$ cat config.mk
export PLATFORM = sky130hd
export DESIGN_NAME = ser9_port
export DESIGN_NICKNAME = d
export VERILOG_FILES = /design/src/rtl/ser9_pkg.sv /design/src/rtl/ser9_sync.sv /design/src/rtl/ser9_tx.sv /design/src/rtl/ser9_rx.sv /design/src/rtl/ser9_port.sv
export SDC_FILE = /design/constraint.sdc
export NUM_CORES = 1
export LEC_CHECK = 0
export ABC_AREA = 1
export BUFFER_PORTS_ARGS = -buffer_cell sky130_fd_sc_hd__clkbuf_2
export CORE_MARGIN = 8
export CORE_UTILIZATION = 60
export DETAILED_ROUTE_END_ITERATION = 16
export PLACE_DENSITY = 0.8
export SLEW_MARGIN = 20
export SYNTH_ARGS = -nofsm -noshare
export SYNTH_HDL_FRONTEND = slang
export SYNTH_SLANG_ARGS = --single-unit
export TNS_END_PERCENT = 100
$ cat constraint.sdc
create_clock -name clk_i -period 2.21 [get_ports clk_i]
set_clock_uncertainty 0.05 [all_clocks]
set_input_delay 0.442 -clock clk_i [delete_from_list [all_inputs] [get_ports clk_i]]
set_output_delay 0.442 -clock clk_i [all_outputs]
set_load 0.01 [all_outputs]
$ cat src/rtl/ser9_pkg.sv
package ser9_pkg;
  localparam int unsigned BYTE_W = 8;
  localparam int unsigned C_RXF  = 7;
  localparam int unsigned C_TXF  = 6;
  localparam int unsigned C_RB9  = 5;
  localparam int unsigned C_TB9  = 4;
  localparam int unsigned C_REN  = 3;
  localparam int unsigned C_FILT = 2;

  typedef enum logic [1:0] {RX_IDLE, RX_RUN, RX_WAIT} rx_state_e;
endpackage

$ cat src/rtl/ser9_sync.sv
module ser9_sync #(
  parameter int unsigned STAGES = 2
) (
  input  logic clk_i,
  input  logic rst_ni,
  input  logic d_i,
  output logic q_o
);
  logic [STAGES-1:0] ff_q;

  generate
    if (STAGES == 1) begin : g_one
      always_ff @(posedge clk_i or negedge rst_ni)
        if (!rst_ni) ff_q <= '1;
        else         ff_q <= d_i;
    end else begin : g_many
      always_ff @(posedge clk_i or negedge rst_ni)
        if (!rst_ni) ff_q <= '1;
        else         ff_q <= {ff_q[STAGES-2:0], d_i};
    end
  endgenerate

  assign q_o = ff_q[STAGES-1];
endmodule

$ cat src/rtl/ser9_tx.sv
module ser9_tx #(
  parameter int unsigned OSR = 16,
  parameter int unsigned DW  = 8
) (
  input  logic          clk_i,
  input  logic          rst_ni,
  input  logic          tick_i,
  input  logic          start_i,
  input  logic          nine_i,
  input  logic          b9_i,
  input  logic [DW-1:0] data_i,
  output logic          busy_o,
  output logic          done_o,
  output logic          txd_o
);
  localparam int unsigned FW = DW + 3;
  localparam int unsigned CW = $clog2(OSR);
  localparam int unsigned IW = $clog2(FW + 1);

  logic [FW-1:0] sr_q;
  logic [CW-1:0] ph_q;
  logic [IW-1:0] idx_q, last_q;
  logic          busy_q, done_q;
  logic          bit_end;

  assign bit_end = busy_q && tick_i && (ph_q == CW'(OSR - 1));

  always_ff @(posedge clk_i or negedge rst_ni) begin
    if (!rst_ni) begin
      sr_q   <= '1;
      ph_q   <= '0;
      idx_q  <= '0;
      last_q <= '0;
      busy_q <= 1'b0;
      done_q <= 1'b0;
    end else begin
      done_q <= bit_end && (idx_q == last_q - 1'b1);
      if (start_i && !busy_q) begin
        // stop, ninth (or idle 1), data, start
        sr_q   <= {1'b1, (nine_i ? b9_i : 1'b1), data_i, 1'b0};
        last_q <= nine_i ? IW'(DW + 2) : IW'(DW + 1);
        busy_q <= 1'b1;
        ph_q   <= '0;
        idx_q  <= '0;
      end else if (busy_q && tick_i) begin
        if (bit_end) begin
          ph_q  <= '0;
          sr_q  <= {1'b1, sr_q[FW-1:1]};
          idx_q <= idx_q + 1'b1;
          if (idx_q == last_q) busy_q <= 1'b0;
        end else begin
          ph_q <= ph_q + 1'b1;
        end
      end
    end
  end

  assign busy_o = busy_q;
  assign done_o = done_q;
  assign txd_o  = busy_q ? sr_q[0] : 1'b1;


  tx_start_chk: assert property (@(posedge clk_i) disable iff (!rst_ni)
    start_i && !busy_q |=> busy_q && !txd_o);

  tx_done_stop_chk: assert property (@(posedge clk_i) disable iff (!rst_ni)
    done_q |-> busy_q && txd_o);
endmodule

$ cat src/rtl/ser9_rx.sv
module ser9_rx
  import ser9_pkg::*;
#(
  parameter int unsigned OSR = 16,
  parameter int unsigned DW  = 8
) (
  input  logic          clk_i,
  input  logic          rst_ni,
  input  logic          tick_i,
  input  logic          en_i,
  input  logic          rxd_i,
  output logic          done_o,
  output logic [DW-1:0] data_o,
  output logic          b9_o
);
  localparam int unsigned CW   = $clog2(OSR);
  localparam int unsigned IW   = $clog2(DW + 2);
  localparam int unsigned MID  = OSR / 2;
  localparam int unsigned LAST = DW + 1;

  rx_state_e     st_q;
  logic [CW-1:0] ph_q;
  logic [IW-1:0] idx_q;
  logic [DW-1:0] sh_q;
  logic          s0_q, s1_q, b9_q, done_q;
  logic          vote;

  assign vote = (s0_q & s1_q) | (s0_q & rxd_i) | (s1_q & rxd_i);

  always_ff @(posedge clk_i or negedge rst_ni) begin
    if (!rst_ni) begin
      st_q   <= RX_IDLE;
      ph_q   <= '0;
      idx_q  <= '0;
      sh_q   <= '0;
      s0_q   <= 1'b1;
      s1_q   <= 1'b1;
      b9_q   <= 1'b0;
      done_q <= 1'b0;
    end else begin
      done_q <= 1'b0;
      if (!en_i) begin
        st_q <= RX_IDLE;
      end else begin
        unique case (st_q)
          RX_IDLE: if (tick_i && !rxd_i) begin
            st_q  <= RX_RUN;
            ph_q  <= CW'(1);
            idx_q <= '0;
          end
          RX_RUN: if (tick_i) begin
            if (ph_q == CW'(OSR - 1)) begin
              ph_q  <= '0;
              idx_q <= idx_q + 1'b1;
            end else begin
              ph_q <= ph_q + 1'b1;
            end
            if (ph_q == CW'(MID - 1)) s0_q <= rxd_i;
            if (ph_q == CW'(MID))     s1_q <= rxd_i;
            if (ph_q == CW'(MID + 1)) begin
              if (idx_q == '0) begin
                if (vote) st_q <= RX_IDLE;  // false start
              end else if (idx_q == IW'(LAST)) begin
                done_q <= 1'b1;
                b9_q   <= vote;
                st_q   <= RX_WAIT;
              end else begin
                sh_q <= {vote, sh_q[DW-1:1]};
              end
            end
          end
          RX_WAIT: if (rxd_i) st_q <= RX_IDLE;
          default: st_q <= RX_IDLE;
        endcase
      end
    end
  end

  assign done_o = done_q;
  assign data_o = sh_q;
  assign b9_o   = b9_q;


  rx_off_chk: assert property (@(posedge clk_i) disable iff (!rst_ni)
    !en_i |=> st_q == RX_IDLE && !done_q);

  rx_done_wait_chk: assert property (@(posedge clk_i) disable iff (!rst_ni)
    done_q |-> st_q == RX_WAIT);
endmodule

$ cat src/rtl/ser9_port.sv
module ser9_port
  import ser9_pkg::*;
#(
  parameter int unsigned OSR    = 16,
  parameter int unsigned STAGES = 2
) (
  input  logic              clk_i,
  input  logic              rst_ni,
  input  logic              tick_i,
  input  logic              addr_i,
  input  logic              we_i,
  input  logic [BYTE_W-1:0] wdata_i,
  output logic [BYTE_W-1:0] rdata_o,
  input  logic              rxd_i,
  output logic              txd_o,
  output logic              irq_o
);
  logic [1:0]        mode_q;
  logic              filt_q, ren_q, tb9_q, rb9_q, txf_q, rxf_q;
  logic [BYTE_W-1:0] rx_buf_q;
  logic              rxd_s, tx_busy, tx_done, rx_done, rx_b9, accept;
  logic              ctrl_we, data_we;
  logic [BYTE_W-1:0] rx_data;

  assign ctrl_we = we_i && !addr_i;
  assign data_we = we_i && addr_i;
  assign accept  = rx_done && (!filt_q || rx_b9);

  ser9_sync #(.STAGES(STAGES)) u_sync (
    .clk_i (clk_i), .rst_ni(rst_ni), .d_i(rxd_i), .q_o(rxd_s)
  );

  ser9_tx #(.OSR(OSR), .DW(BYTE_W)) u_tx (
    .clk_i  (clk_i),
    .rst_ni (rst_ni),
    .tick_i (tick_i),
    .start_i(data_we),
    .nine_i (mode_q[1]),
    .b9_i   (tb9_q),
    .data_i (wdata_i),
    .busy_o (tx_busy),
    .done_o (tx_done),
    .txd_o  (txd_o)
  );

  ser9_rx #(.OSR(OSR), .DW(BYTE_W)) u_rx (
    .clk_i (clk_i),
    .rst_ni(rst_ni),
    .tick_i(tick_i),
    .en_i  (ren_q),
    .rxd_i (rxd_s),
    .done_o(rx_done),
    .data_o(rx_data),
    .b9_o  (rx_b9)
  );

  always_ff @(posedge clk_i or negedge rst_ni) begin
    if (!rst_ni) begin
      mode_q   <= '0;
      filt_q   <= 1'b0;
      ren_q    <= 1'b0;
      tb9_q    <= 1'b0;
      rb9_q    <= 1'b0;
      txf_q    <= 1'b0;
      rxf_q    <= 1'b0;
      rx_buf_q <= '0;
    end else begin
      if (ctrl_we) begin
        mode_q <= wdata_i[1:0];
        filt_q <= wdata_i[C_FILT];
        ren_q  <= wdata_i[C_REN];
        tb9_q  <= wdata_i[C_TB9];
        txf_q  <= wdata_i[C_TXF];
        rxf_q  <= wdata_i[C_RXF];
      end
      // hardware set wins over a same-cycle software clear
      if (tx_done) txf_q <= 1'b1;
      if (accept) begin
        rxf_q    <= 1'b1;
        rx_buf_q <= rx_data;
        rb9_q    <= rx_b9;
      end
    end
  end

  assign rdata_o = addr_i ? rx_buf_q
                          : {rxf_q, txf_q, rb9_q, tb9_q, ren_q, filt_q, mode_q};
  assign irq_o   = txf_q | rxf_q;


  txf_set_chk: assert property (@(posedge clk_i) disable iff (!rst_ni)
    tx_done |=> txf_q);

  rxf_set_chk: assert property (@(posedge clk_i) disable iff (!rst_ni)
    accept |=> rxf_q && rx_buf_q == $past(rx_data));

  drop_chk: assert property (@(posedge clk_i) disable iff (!rst_ni)
    rx_done && filt_q && !rx_b9 |=> $stable(rx_buf_q) && $stable(rb9_q));

  busy_ignore_chk: assert property (@(posedge clk_i) disable iff (!rst_ni)
    tx_busy && !tx_done && !ctrl_we |=> $stable(txf_q));
endmodule

Yosys cells after proc, flatten, opt, wreduce, memory -nomap -nowiden
Index checks and enable logic that the tools add are counted.

Bitwise operators: 8. Multiply operators: 0. $add $sub $neg: 5. Multiplexer cells: 44. Reductions and logical operators: 30. Div/mod/pow operators: 0. Shift-type cells: 0. Equality and inequality tests: 19. Order comparisons: 0.

Operators with widths (count): two-way mux 4 bit (12); two-way mux 11 bit (3); == test 4 bit, second input constant (5); two-way mux 2 bit (9); AND reduction 6 bit (3); adder 4 x 1 -> 4 bit, second input constant (4); two-way mux 1 bit (16); one-hot mux 4 bit (2 select lines) (2); AND reduction 4 bit (3); nonzero test 2 bit (6); == test 4 bit (2); logical AND 1 bit (8); two-way mux 8 bit (1); != test 3 x 2 -> 1 bit, second input constant (2); != test 3 bit, second input constant (2); one-hot mux 2 bit (3 select lines) (1); AND reduction 5 bit (1); == test 4 x 3 -> 1 bit, second input constant (1); logical NOT 1 bit (4); logical NOT 4 bit (1); != test 2 x 1 -> 1 bit, second input constant (2); != test 4 x 2 -> 1 bit, second input constant (1); != test 4 x 3 -> 1 bit, second input constant (1); subtractor 4 x 1 -> 4 bit, second input constant (1); other kinds (10) (15).

Memory bits (writable): 0. Bits in latches: 0. Word-level logic and storage cells: 129. Memories: 0. Memory bits (read-only): 0. Bits of input ports: 14. Register bits after elaboration: 65.

Depth between registers and ports, before layout
Gate-level depths: netlist of the first run.

Depth after elaboration: 9. Depth in mapped cells: 8.

By module
From an unflattened synthesis of the first run, not the netlist that was laid out.

Cell total of the unflattened synthesis: 392. Area, all modules: 3370.7 µm².

Modules (own cells, without submodules): ser9_tx (cells each 140, sequential area each 588.1 µm², times used 1, area each 1301.2 µm²); ser9_rx (cells each 150, sequential area each 553.0 µm², times used 1, area each 1226.2 µm²); ser9_port (cells each 100, sequential area each 400.4 µm², times used 1, area each 790.8 µm²); ser9_sync (cells each 2, sequential area each 52.6 µm², times used 1, area each 52.6 µm²).

Worst setup path after synthesis of the first run
No wires, ideal clock.

Path kind: input-to-output. From: in addr_i. To: out rdata_o[3]. Arrival time: 0.924 ns. Slack: 0.794 ns. Cell stages on the path: 2. Path buffers: 1. Cells stage by stage: clkbuf_1 > o21ai_0.

Cells in the longest elaborated chain, start to end: 1.

RTL lines: from (decl) (line ser9_port.sv:10) `input logic addr_i,`; two-way mux 8 bit (line ser9_port.sv:86) `assign rdata_o = addr_i ? rx_buf_q`; to (decl) (line ser9_port.sv:13) `output logic [BYTE_W-1:0] rdata_o,`.

No other way between the ends.

Final worst setup path of the first run
From: reg ren_q. To: out rdata_o[3].

Cells in the longest elaborated chain, start to end: 1.

RTL lines: from (decl) (line ser9_port.sv:19) `logic filt_q, ren_q, tb9_q, rb9_q, txf_q, rxf_q;`; from (signal assigned) (line ser9_port.sv:71) `ren_q <= wdata_i[C_REN];`; two-way mux 8 bit (line ser9_port.sv:86).

No other way between the ends.

==> flow_summary_export.csv, run 1 <==
group,metric,value,unit
die,io_pins,24,
drt,drc,0,
cells_and_area,drive_gt1_share,16.67,%
placement,place.gp.congestion,0.8583,
die,initial_core_util,61.44,%
drt,wirelength,6160,um
drt,viasPerCell,5.151,
global_route,first_global_vias,2320,
timing,final.setup.tns,0,ps
cells_and_area,syn2layout_area_growth,13.77,%
die,core,0.005042,mm2
synthesis,synth_cell_type_count,34,
setup_path,crit_arrival,1190,ps
synthesis,yosysTopAreaCellShare,39.58,%
synthesis,ys_warn_count,0,
outcome,status,"complete, no violations",
synthesis,synth_seq_cells,63,
clocking,clock-sinks,63,
setup_path,cp_data_required_time,1720,ps
synthesis,syn_nets,407,
min_path,hp-class,"in -> async",
power_and_ir_drop,peakVddDrop,691.8,uV
clocking,clk_latency,340,ps
setup_path,r2r-end,"u_rx.data_o[6]",
setup_path,startpoint_type,"flop",
clocking,postCtsSetupBuffers,0,
synthesis,synth.avg_cell_area,8.068,um2
synthesis,async_flop_share,100.0,%
clocking,h-tree-depth,3,
timing,setup_slack,532.5,ps
synthesis,synthTopCellsByArea,"dfrtp_1, nand2_1, dfstp_2",
cells_and_area,diodes,0,
timing,relSlewSlack,68.54,%
power_and_ir_drop,total_power,3.390,mW
clocking,cts-buffers-inserted,9,
global_route,grt_pass1_wl,10670,um
clocking,clk_pin_slew,60,ps
die,dieArea,0.007719,mm2
timing,slew_viol_final,0,
global_route,grt_overflow_total,0,
synthesis,synth_top_area_cell,"dfrtp_1",
drt,post_drt_wl_per_cell,12.57,um
die,die_y,87.86,um
timing,rsz0062_at_grt,"no",
drt,firstDrtPassIters,4,
global_route,grt_util_all_layers,18.05,%
synthesis,syn_area,0.003098,mm2
global_route,antenna_found_initial,0,
drt,drtIter0Drc,126,
clocking,clockBufferDepth,2,
placement,port_buffers,23,
setup_path,regToRegSetupSlack,660,ps
timing,finalHoldWorstSlack,57.14,ps
setup_path,cp-end-kind,"output pin",
timing,max_slew.worst_pin.slew,470.2,ps
timing,fin_crit_sh,75.91,%
die,fp-row-count,26,
setup_path,reg2regPathDepth,7,
drt,ant_nets,0,
timing,max_freq,0.5961,GHz
setup_path,slowest_delay,380,ps
global_route,grt_max_degree,64,
drt,via_count,2524,
cells_and_area,final_nets,438,
clocking,clock_tree.root_cell,"clkbuf_8",
setup_path,reg2reg_from,"u_rx.ph_q[1]",
setup_path,path_max_fanout,4,
synthesis,ys_seq_area_share,51.45,%
clocking,holdBufCountCts,0,
setup_path,path_cells,"inv_1 > o21ai_0 > clkbuf_2",
synthesis,synth_edf_count,0,
timing,setup_viol,0,
timing,post-route-min-period,1678,ps
die,die_w,87.86,um
placement,dp_slack,623.1,ps
power_and_ir_drop,cellLeakagePower,1.883,nW
job,max-cap-violations,0,
placement,hpwl,4418,um
cells_and_area,post-route-util,69.90,%
power_and_ir_drop,p_per_area,961.7,mW/mm2
clocking,post_cts_resized,0,
setup_path,critPathSlowestCell,"dfrtp_1",
timing,finalHoldViolCount,0,
synthesis,synth_cells,384,
clocking,cts_tree,"built",
setup_path,criticalPathCategory,"reg -> out",
synthesis,ys_dominant_reg_cell,"dfrtp_1",
## registers in the layout, summed over array words and instances (netlist names), 2 cells and up
signal and flops:
u_sync.ff_q 2, u_tx.last_q 3, rx_buf_q 8, u_rx.st_q 2, u_rx.ph_q 4, mode_q 2
u_tx.sr_q 10, u_tx.ph_q 4, u_rx.idx_q 4, u_tx.idx_q 4, u_rx.data_o 8
## per-layer routing
metal	track usage, %	wire [um]
met1	21.62	2758
met2	28.93	2944
met3	4.784	328
met4	9.688	127
met5	0	0
## where the power goes
group          switching [mW]  internal, mW
Sequential              0.164          1.42
Clock                   0.416         0.696
Combinational           0.438         0.252
## metrics by stage
stage / cell area, um2 / std cells
after detailed placement: 3301 / 474
after global routing: 3525 / 490
after CTS: 3525 / 490
after floorplan: 3098 / 384
final: 3525 / 490
after global placement: 3301 / 474
## placed cells by master (no fill, tap or decap), types with 2 or more instances in the layout
master	count
nand2_1	162
dfrtp_1	49
inv_1	33
nand3_1	32
clkbuf_2	23
nor2_1	20
o21ai_0	18
dfstp_2	14
clkbuf_8	11
ha_1	9
inv_2	7
nand4_1	6
a21oi_1	4
o21ai_1	3
nor2_2	2
xor2_1	2
clkinv_1	2
nor3_1	2
bufinv_16	2
clkbuf_1	2
## area by class of cell
cell class	instances	area, um2
Inverter	42	157.7
Clock inverter	3	65.06
Fill cell	415	1518
Sequential cell	63	1594
Multi-Input combinational cell	275	1326
Clock buffer	13	158.9
Timing Repair Buffer	24	135.1
Tap cell	70	87.58
## cell families after synthesis
kind of cell | after synthesis | share of synthesized area, %
adder cells (fa/ha/maj) | 9 | 3.635
AND/OR/NAND/NOR | 233 | 33.08
flip-flops | 63 | 51.45
buffers and inverters | 46 | 5.735
XOR/XNOR | 3 | 0.8483
AO/OA/AOI/OAI | 30 | 5.251
## how the worst max path moves through the flow
stage,start,endpoint,slack [ps],depth (start not counted)
floorplan,addr_i,rdata_o[3],790,2
global placement,addr_i,u_tx.last_q[1],640,5
detailed placement,addr_i,u_tx.last_q[1],620,5
CTS,ren_q,rdata_o[3],510,3
global route,ren_q,rdata_o[3],440,3
finish,ren_q,rdata_o[3],530,3
## worst max-delay path: cells and delay by family, from the launching register on
kind	cells	cell delay, ps
buf+inv	2	290
compound gates	1	180
flops	1	380
## cells in the mapped netlist (2+ instances only)
library cell / number
o21ai_0: 18
o21ai_1: 3
nor2_2: 2
clkinv_1: 2
nand3_1: 32
nor3_1: 2
xor2_1: 2
inv_2: 7
ha_1: 9
nor2_1: 20
nand2_1: 162
dfrtp_1: 49
a21oi_1: 4
dfstp_2: 14
clkbuf_1: 2
inv_1: 33
nand4_1: 6
Note: power is estimated with default switching activity, not from simulation.
==> inputs of run 2 (changes only) <==
Settings changed: ABC_AREA 1 to 0, CORE_UTILIZATION 60 to 59, PLACE_DENSITY 0.8 to 0.79.
Clock period 2.21 ns to 1.7 ns, I/O delays scaled along.
==> flow_summary_export.csv, run 2 <==
group,metric,value,unit
min_path,hold_path.startpoint,"rxd_i",
placement,dpl_cell_area,0.003413,mm2
clocking,clock_tree.root_cell,"clkbuf_8",
power_and_ir_drop,total_power,4.339,mW
cells_and_area,diodes,0,
cells_and_area,drive_gt1_share,39.81,%
synthesis,synth_top_area_cell,"dfrtp_1",
synthesis,synth_cell_type_count,46,
timing,post-route-min-period,1786,ps
cells_and_area,largest_reg_flops,10,
drt,viasPerCell,5.720,
die,dieArea,0.007681,mm2
power_and_ir_drop,peakVddDrop,670.8,uV
synthesis,synthTopCellsByArea,"dfrtp_1, dfstp_2, mux2_2",
setup_path,criticalPathCategory,"reg -> reg",
clocking,clockBufferDepth,2,
synthesis,ys_dominant_reg_cell,"dfrtp_1",
drt,drc,0,
synthesis,syn_nets,274,
die,core,0.005042,mm2
synthesis,ys_warn_count,0,
setup_path,cp-end-kind,"flop",
power_and_ir_drop,cellLeakagePower,1.754,nW
cells_and_area,layout_common_cells,"dfrtp_1, mux2_2, buf_4",
die,die_w,87.64,um
setup_path,reg2reg_from,"u_rx.idx_q[0]",
timing,final.setup.tns,-617.4,ps
cells_and_area,layout_commonest_cell,"dfrtp_1",
cells_and_area,final_nets,327,
placement,place.gp.congestion,0.8164,
setup_path,r2r-end,"u_rx.data_o[2]",
cells_and_area,post-route-util,73.28,%
drt,via_count,2168,
synthesis,ys_seq_area_share,52.64,%
clocking,cts_tree,"built",
global_route,antenna_found_initial,0,
synthesis,synth.avg_cell_area,12.06,um2
timing,rsz0062_at_grt,"yes",
synthesis,synth_edf_count,0,
placement,port_buffers,23,
drt,wirelength,6449,um
die,io_pins,24,
global_route,first_global_vias,2277,
global_route,grt_overflow_total,0,
placement,dp_slack,-140.9,ps
cells_and_area,largest_register,"u_tx.sr_q",
drt,drtIter0Drc,75,
global_route,grt_util_all_layers,18.22,%
timing,max_slew.worst_pin.slew,521.8,ps
drt,firstDrtPassIters,4,
synthesis,synth_seq_cells,63,
timing,fin_crit_sh,105.1,%
timing,slew_viol_final,0,
setup_path,cp_data_required_time,1870,ps
cells_and_area,syn2layout_area_growth,22.02,%
timing,setup_viol,8,
job,max-cap-violations,0,
clocking,clock-sinks,63,
min_path,hold-path-cell-count,1,
drt,ant_nets,0,
outcome,status,"finished, violations left",
setup_path,startpoint_type,"flop",
timing,setup_slack,-85.96,ps
setup_path,reg2regPathDepth,5,
global_route,grt_pass1_wl,10720,um
setup_path,crit_arrival,1950,ps
cells_and_area,fin_area,0.003695,mm2
clocking,h-tree-depth,3,
timing,relSlewSlack,65.21,%
die,die_y,87.64,um
placement,hpwl,4550,um
setup_path,regToRegSetupSlack,-90,ps
clocking,clk_pin_slew,80,ps
die,initial_core_util,60.05,%
clocking,cts-buffers-inserted,9,
synthesis,async_flop_share,100.0,%
synthesis,synthTopCellsByCount,"dfrtp_1, mux2_2, o21ai_0, dfstp_2, nand2_1",
drt,post_drt_wl_per_cell,17.02,um
synthesis,yosysTopAreaCellShare,40.50,%
timing,max_freq,0.5599,GHz
min_path,hold_path_end,"u_sync.ff_q[0]",
synthesis,synth_cells,251,
synthesis,syn_area,0.003028,mm2
synthesis,synth_most_common_cell,"dfrtp_1",
clocking,clk_latency,340,ps
power_and_ir_drop,p_per_area,1174,mW/mm2
die,fp-row-count,26,
min_path,hp-class,"in -> reg",
setup_path,path_max_fanout,8,
outcome,violations,"setup timing",
timing,finalHoldViolCount,0,
global_route,grt_max_degree,32,
run 2: cell count changes in the layout (fill, tap and decap cells not counted), sizes merged, moves of 9 or more:
cell and delta:
nor2 -19, and2 +9, mux2 +34, nand2 -151
buf +25, inv -28, nand3 -21
run 2: logic make-up (layout without fill, tap and decap cells):
| kind of cell | count (synthesis) | after routing | share of synthesized area, % |
|---|---|---|---|
| flip-flops | 63 | 63 | 52.64 |
| multiplexers | 37 | 37 | 14.75 |
| AO/OA/AOI/OAI | 47 | 47 | 10.87 |
| XOR/XNOR | 6 | 6 | 1.736 |
| AND/OR/NAND/NOR | 69 | 69 | 13.22 |
| adder cells (fa/ha/maj) | 10 | 10 | 4.050 |
| buffers and inverters | 19 | 77 | 2.727 |
run 2: worst max-delay path by stage:
stage | start | to | slack [ps] | depth (start not counted)
final | u_rx.idx_q[0] | u_rx.data_o[2] | -90 | 5
after global routing | u_rx.idx_q[0] | u_rx.data_o[2] | -110 | 5
after CTS | u_rx.idx_q[0] | u_rx.data_o[2] | -90 | 5
after detailed placement | u_rx.idx_q[0] | u_rx.data_o[4] | -140 | 5
after global placement | u_rx.idx_q[0] | u_rx.data_o[4] | -90 | 5
after floorplan | u_rx.idx_q[0] | u_rx.data_o[0] | -20 | 6
run 2: repair_timing:
action                                  in CTS  in global routing
hold endpoints to repair                    14                  0
pin swaps                                    0                  1
setup buffers                                1                  1
hold buffers                                 1                  0
endpoints found under the setup margin      10                 13
resized for setup                            3                  6
gates cloned                                 0                  0
run 2: per-stage QoR:
| step | hold WS [ps] | cells |
|---|---|---|
| floorplan | -5.591 | 251 |
| global placement | 262.2 | 361 |
| detailed placement | 263.2 | 361 |
| CTS | 11.54 | 379 |
| global route | 5.417 | 379 |
| finish | 24.43 | 379 |
run 2: routing by layer:
| metal | wire length, um | track usage (%) | up-vias |
|---|---|---|---|
| met5 | 0 | 0 | - |
| met4 | 87 | 7.500 | 0 |
| met3 | 237 | 5.441 | 10 |
| met2 | 3272 | 30.44 | 43 |
| met1 | 2852 | 21.32 | 1090 |
| li1 | - | - | 1025 |
run 2: layout make-up:
class | instances | area, um2
Clock buffer | 10 | 137.6
Clock inverter | 6 | 93.84
Fill cell | 325 | 1348
Inverter | 12 | 45.04
Multi-Input combinational cell | 169 | 1393
Sequential cell | 63 | 1594
Tap cell | 70 | 87.58
Timing Repair Buffer | 49 | 344.1
run 2: where the power goes:
part           internal, mW  switching [mW]  total [mW]
combinational         0.427           0.407       0.835
clock                 0.872           0.601        1.47
sequential             1.83           0.204        2.03
run 2: critical path, cell delays in order (launching register included):
cell,delay (ps)
dfrtp_1,390
inv_2,70
ha_4,160
mux2_4,270
a211o_4,410
mux2_4,320
==> inputs of run 3 (changes only) <==
Settings changed: CORE_UTILIZATION 59 to 60, CTS_BUF_LIST from default to sky130_fd_sc_hd__clkbuf_8, PLACE_DENSITY 0.79 to 0.8.
==> flow_summary_export.csv, run 3 (synthesis results as in run 2) <==
group,metric,value,unit
clocking,h-tree-depth,3,
power_and_ir_drop,cellLeakagePower,1.723,nW
placement,placed_cells,359,
setup_path,slowest_delay,420,ps
die,fp-row-count,26,
cells_and_area,stdcell_count,377,
timing,max_freq,0.5513,GHz
cells_and_area,layout_common_cells,"dfrtp_1, mux2_2, clkbuf_2",
timing,relSlewSlack,63.79,%
timing,post-route-min-period,1814,ps
cells_and_area,fin_area,0.003606,mm2
global_route,grt_util_all_layers,18.57,%
setup_path,cp-end-kind,"flop",
drt,via_count,2183,
drt,drtIter0Drc,75,
setup_path,path_cells,"ha_2 > mux2_4 > a211o_4 > mux2_4",
setup_path,path_max_fanout,8,
drt,wirelength,6449,um
power_and_ir_drop,switchingPower,1.201,mW
cells_and_area,layout_commonest_cell,"dfrtp_1",
setup_path,cp_data_required_time,1870,ps
clocking,clk_latency,340,ps
die,die_w,87.04,um
timing,setup_viol,8,
cells_and_area,final_nets,325,
placement,port_buffers,23,
global_route,antenna_found_initial,0,
power_and_ir_drop,combPwrFrac,20.0,%
outcome,status,"finished, violations left",
clocking,clk_pin_slew,70,ps
power_and_ir_drop,sw_frac_of_total,29.21,%
timing,setup_slack,-113.8,ps
global_route,first_global_vias,2240,
die,io_pins,24,
placement,place.gp.congestion,0.7971,
drt,post_drt_wl_per_cell,17.11,um
die,die_y,87.04,um
clocking,clock-sinks,63,
outcome,violations,"setup timing",
cells_and_area,largest_reg_flops,10,
global_route,grt_overflow_total,0,
placement,hpwl,4432,um
drt,drc,0,
timing,finalHoldViolCount,0,
clocking,cts_tree,"built",
power_and_ir_drop,total_power,4.111,mW
timing,max_slew.worst_pin.slew,543.2,ps
setup_path,criticalPathCategory,"reg -> reg",
placement,dpl_cell_area,0.003386,mm2
timing,rsz0062_at_grt,"yes",
die,dieArea,0.007576,mm2
global_route,grt_pass1_wl,10810,um
setup_path,crit_family,"multiplexers",
power_and_ir_drop,p_int,2.910,mW
timing,slew_viol_final,0,
clocking,clockBufferDepth,2,
drt,viasPerCell,5.790,
power_and_ir_drop,p_per_area,1140,mW/mm2
drt,ant_nets,0,
power_and_ir_drop,seq_power_share,49.4,%
clocking,clock_tree.root_cell,"clkbuf_8",
timing,final.setup.tns,-867.5,ps
global_route,grt_max_degree,64,
cells_and_area,num-fill-cells,328,
timing,fin_crit_sh,106.7,%
cells_and_area,largest_register,"u_tx.sr_q",
die,initial_core_util,60.83,%
cells_and_area,drive_gt1_share,38.44,%
cells_and_area,diodes,0,
power_and_ir_drop,p_clk_share,30.6,%
drt,firstDrtPassIters,5,
clocking,cts-buffers-inserted,9,
min_path,hp-class,"in -> reg",
setup_path,startpoint_type,"flop",
setup_path,crit_path_frequent_cell,"mux2_4",
setup_path,critPathBufInv,0,
die,core,0.004977,mm2
setup_path,crit_arrival,1990,ps
job,max-cap-violations,0,
power_and_ir_drop,peakVddDrop,903.3,uV
cells_and_area,syn2layout_area_growth,19.09,%
setup_path,critPathSlowestCell,"dfrtp_1",
## run 3: through the flow
| step | utilization, % | hold WS [ps] | worst slack (ps) |
|---|---|---|---|
| after global placement | 68.02 | 299.0 | -99.40 |
| after detailed placement | 68.02 | 302.2 | -153.0 |
| final | 72.45 | 29.46 | -113.8 |
| after CTS | 72.20 | 23.04 | -103.0 |
| after floorplan | - | -5.591 | -20.01 |
| after global routing | 72.45 | 21.85 | -151.6 |
## run 3: power groups by stage
stage	clock (mW)	sequential, mW	combinational (mW)
floorplan	0	2.00	0.516
global placement	0	2.04	0.767
detailed placement	0	2.05	0.810
CTS	1.27	2.03	0.826
global route	1.36	2.07	0.913
finish	1.26	2.03	0.821
## run 3: layout make-up
class / count / area (um2) / area share, %
clock inverters: 7 / 65.06 / 1.804
flip-flops and latches: 63 / 1594 / 44.21
clock buffers: 9 / 123.9 / 3.435
well taps: 70 / 87.58 / 2.429
multi-input cells: 169 / 1380 / 38.27
inverters: 12 / 45.04 / 1.249
repair buffers: 47 / 310.3 / 8.605
## run 3: layer usage
metal / global-route usage (%) / vias up / wire length, um
li1: - / 1023 / -
met1: 22.89 / 1087 / 2806
met2: 30.12 / 61 / 3226
met3: 3.868 / 12 / 294
met4: 9.233 / 0 / 123
met5: 0 / - / 0
## run 3: what timing repair did
| action | in CTS | in global routing |
|---|---|---|
| setup endpoints to repair | 8 | 9 |
| hold buffers | 1 | 0 |
| pin swaps | 0 | 1 |
| gates resized for setup | 2 | 1 |
| setup buffers | 0 | 1 |
| endpoints found under the hold margin | 49 | 0 |
## run 3: worst reg2reg max path, delay by kind of cell (launching register included)
family	cells	cell delay, ps
flops	1	420
mux	2	600
fa+ha+maj	1	210
compound gates	1	420
## run 3: worst paths after layout
path | startpoint | endpoint | slack, ps | cells past startpoint
worst max-delay path | u_rx.idx_q[0] | u_rx.data_o[7] | -110 | 4
worst max register to register | u_rx.idx_q[0] | u_rx.data_o[7] | -110 | 4
min in group asynchronous | rst_ni | u_tx.ph_q[3] | 490 | 3
max in group asynchronous | rst_ni | u_sync.ff_q[0] | 790 | 3
worst min register to register | u_sync.ff_q[0] | u_sync.ff_q[1] | 310 | 0
worst min-delay path | rxd_i | u_sync.ff_q[0] | 30 | 1
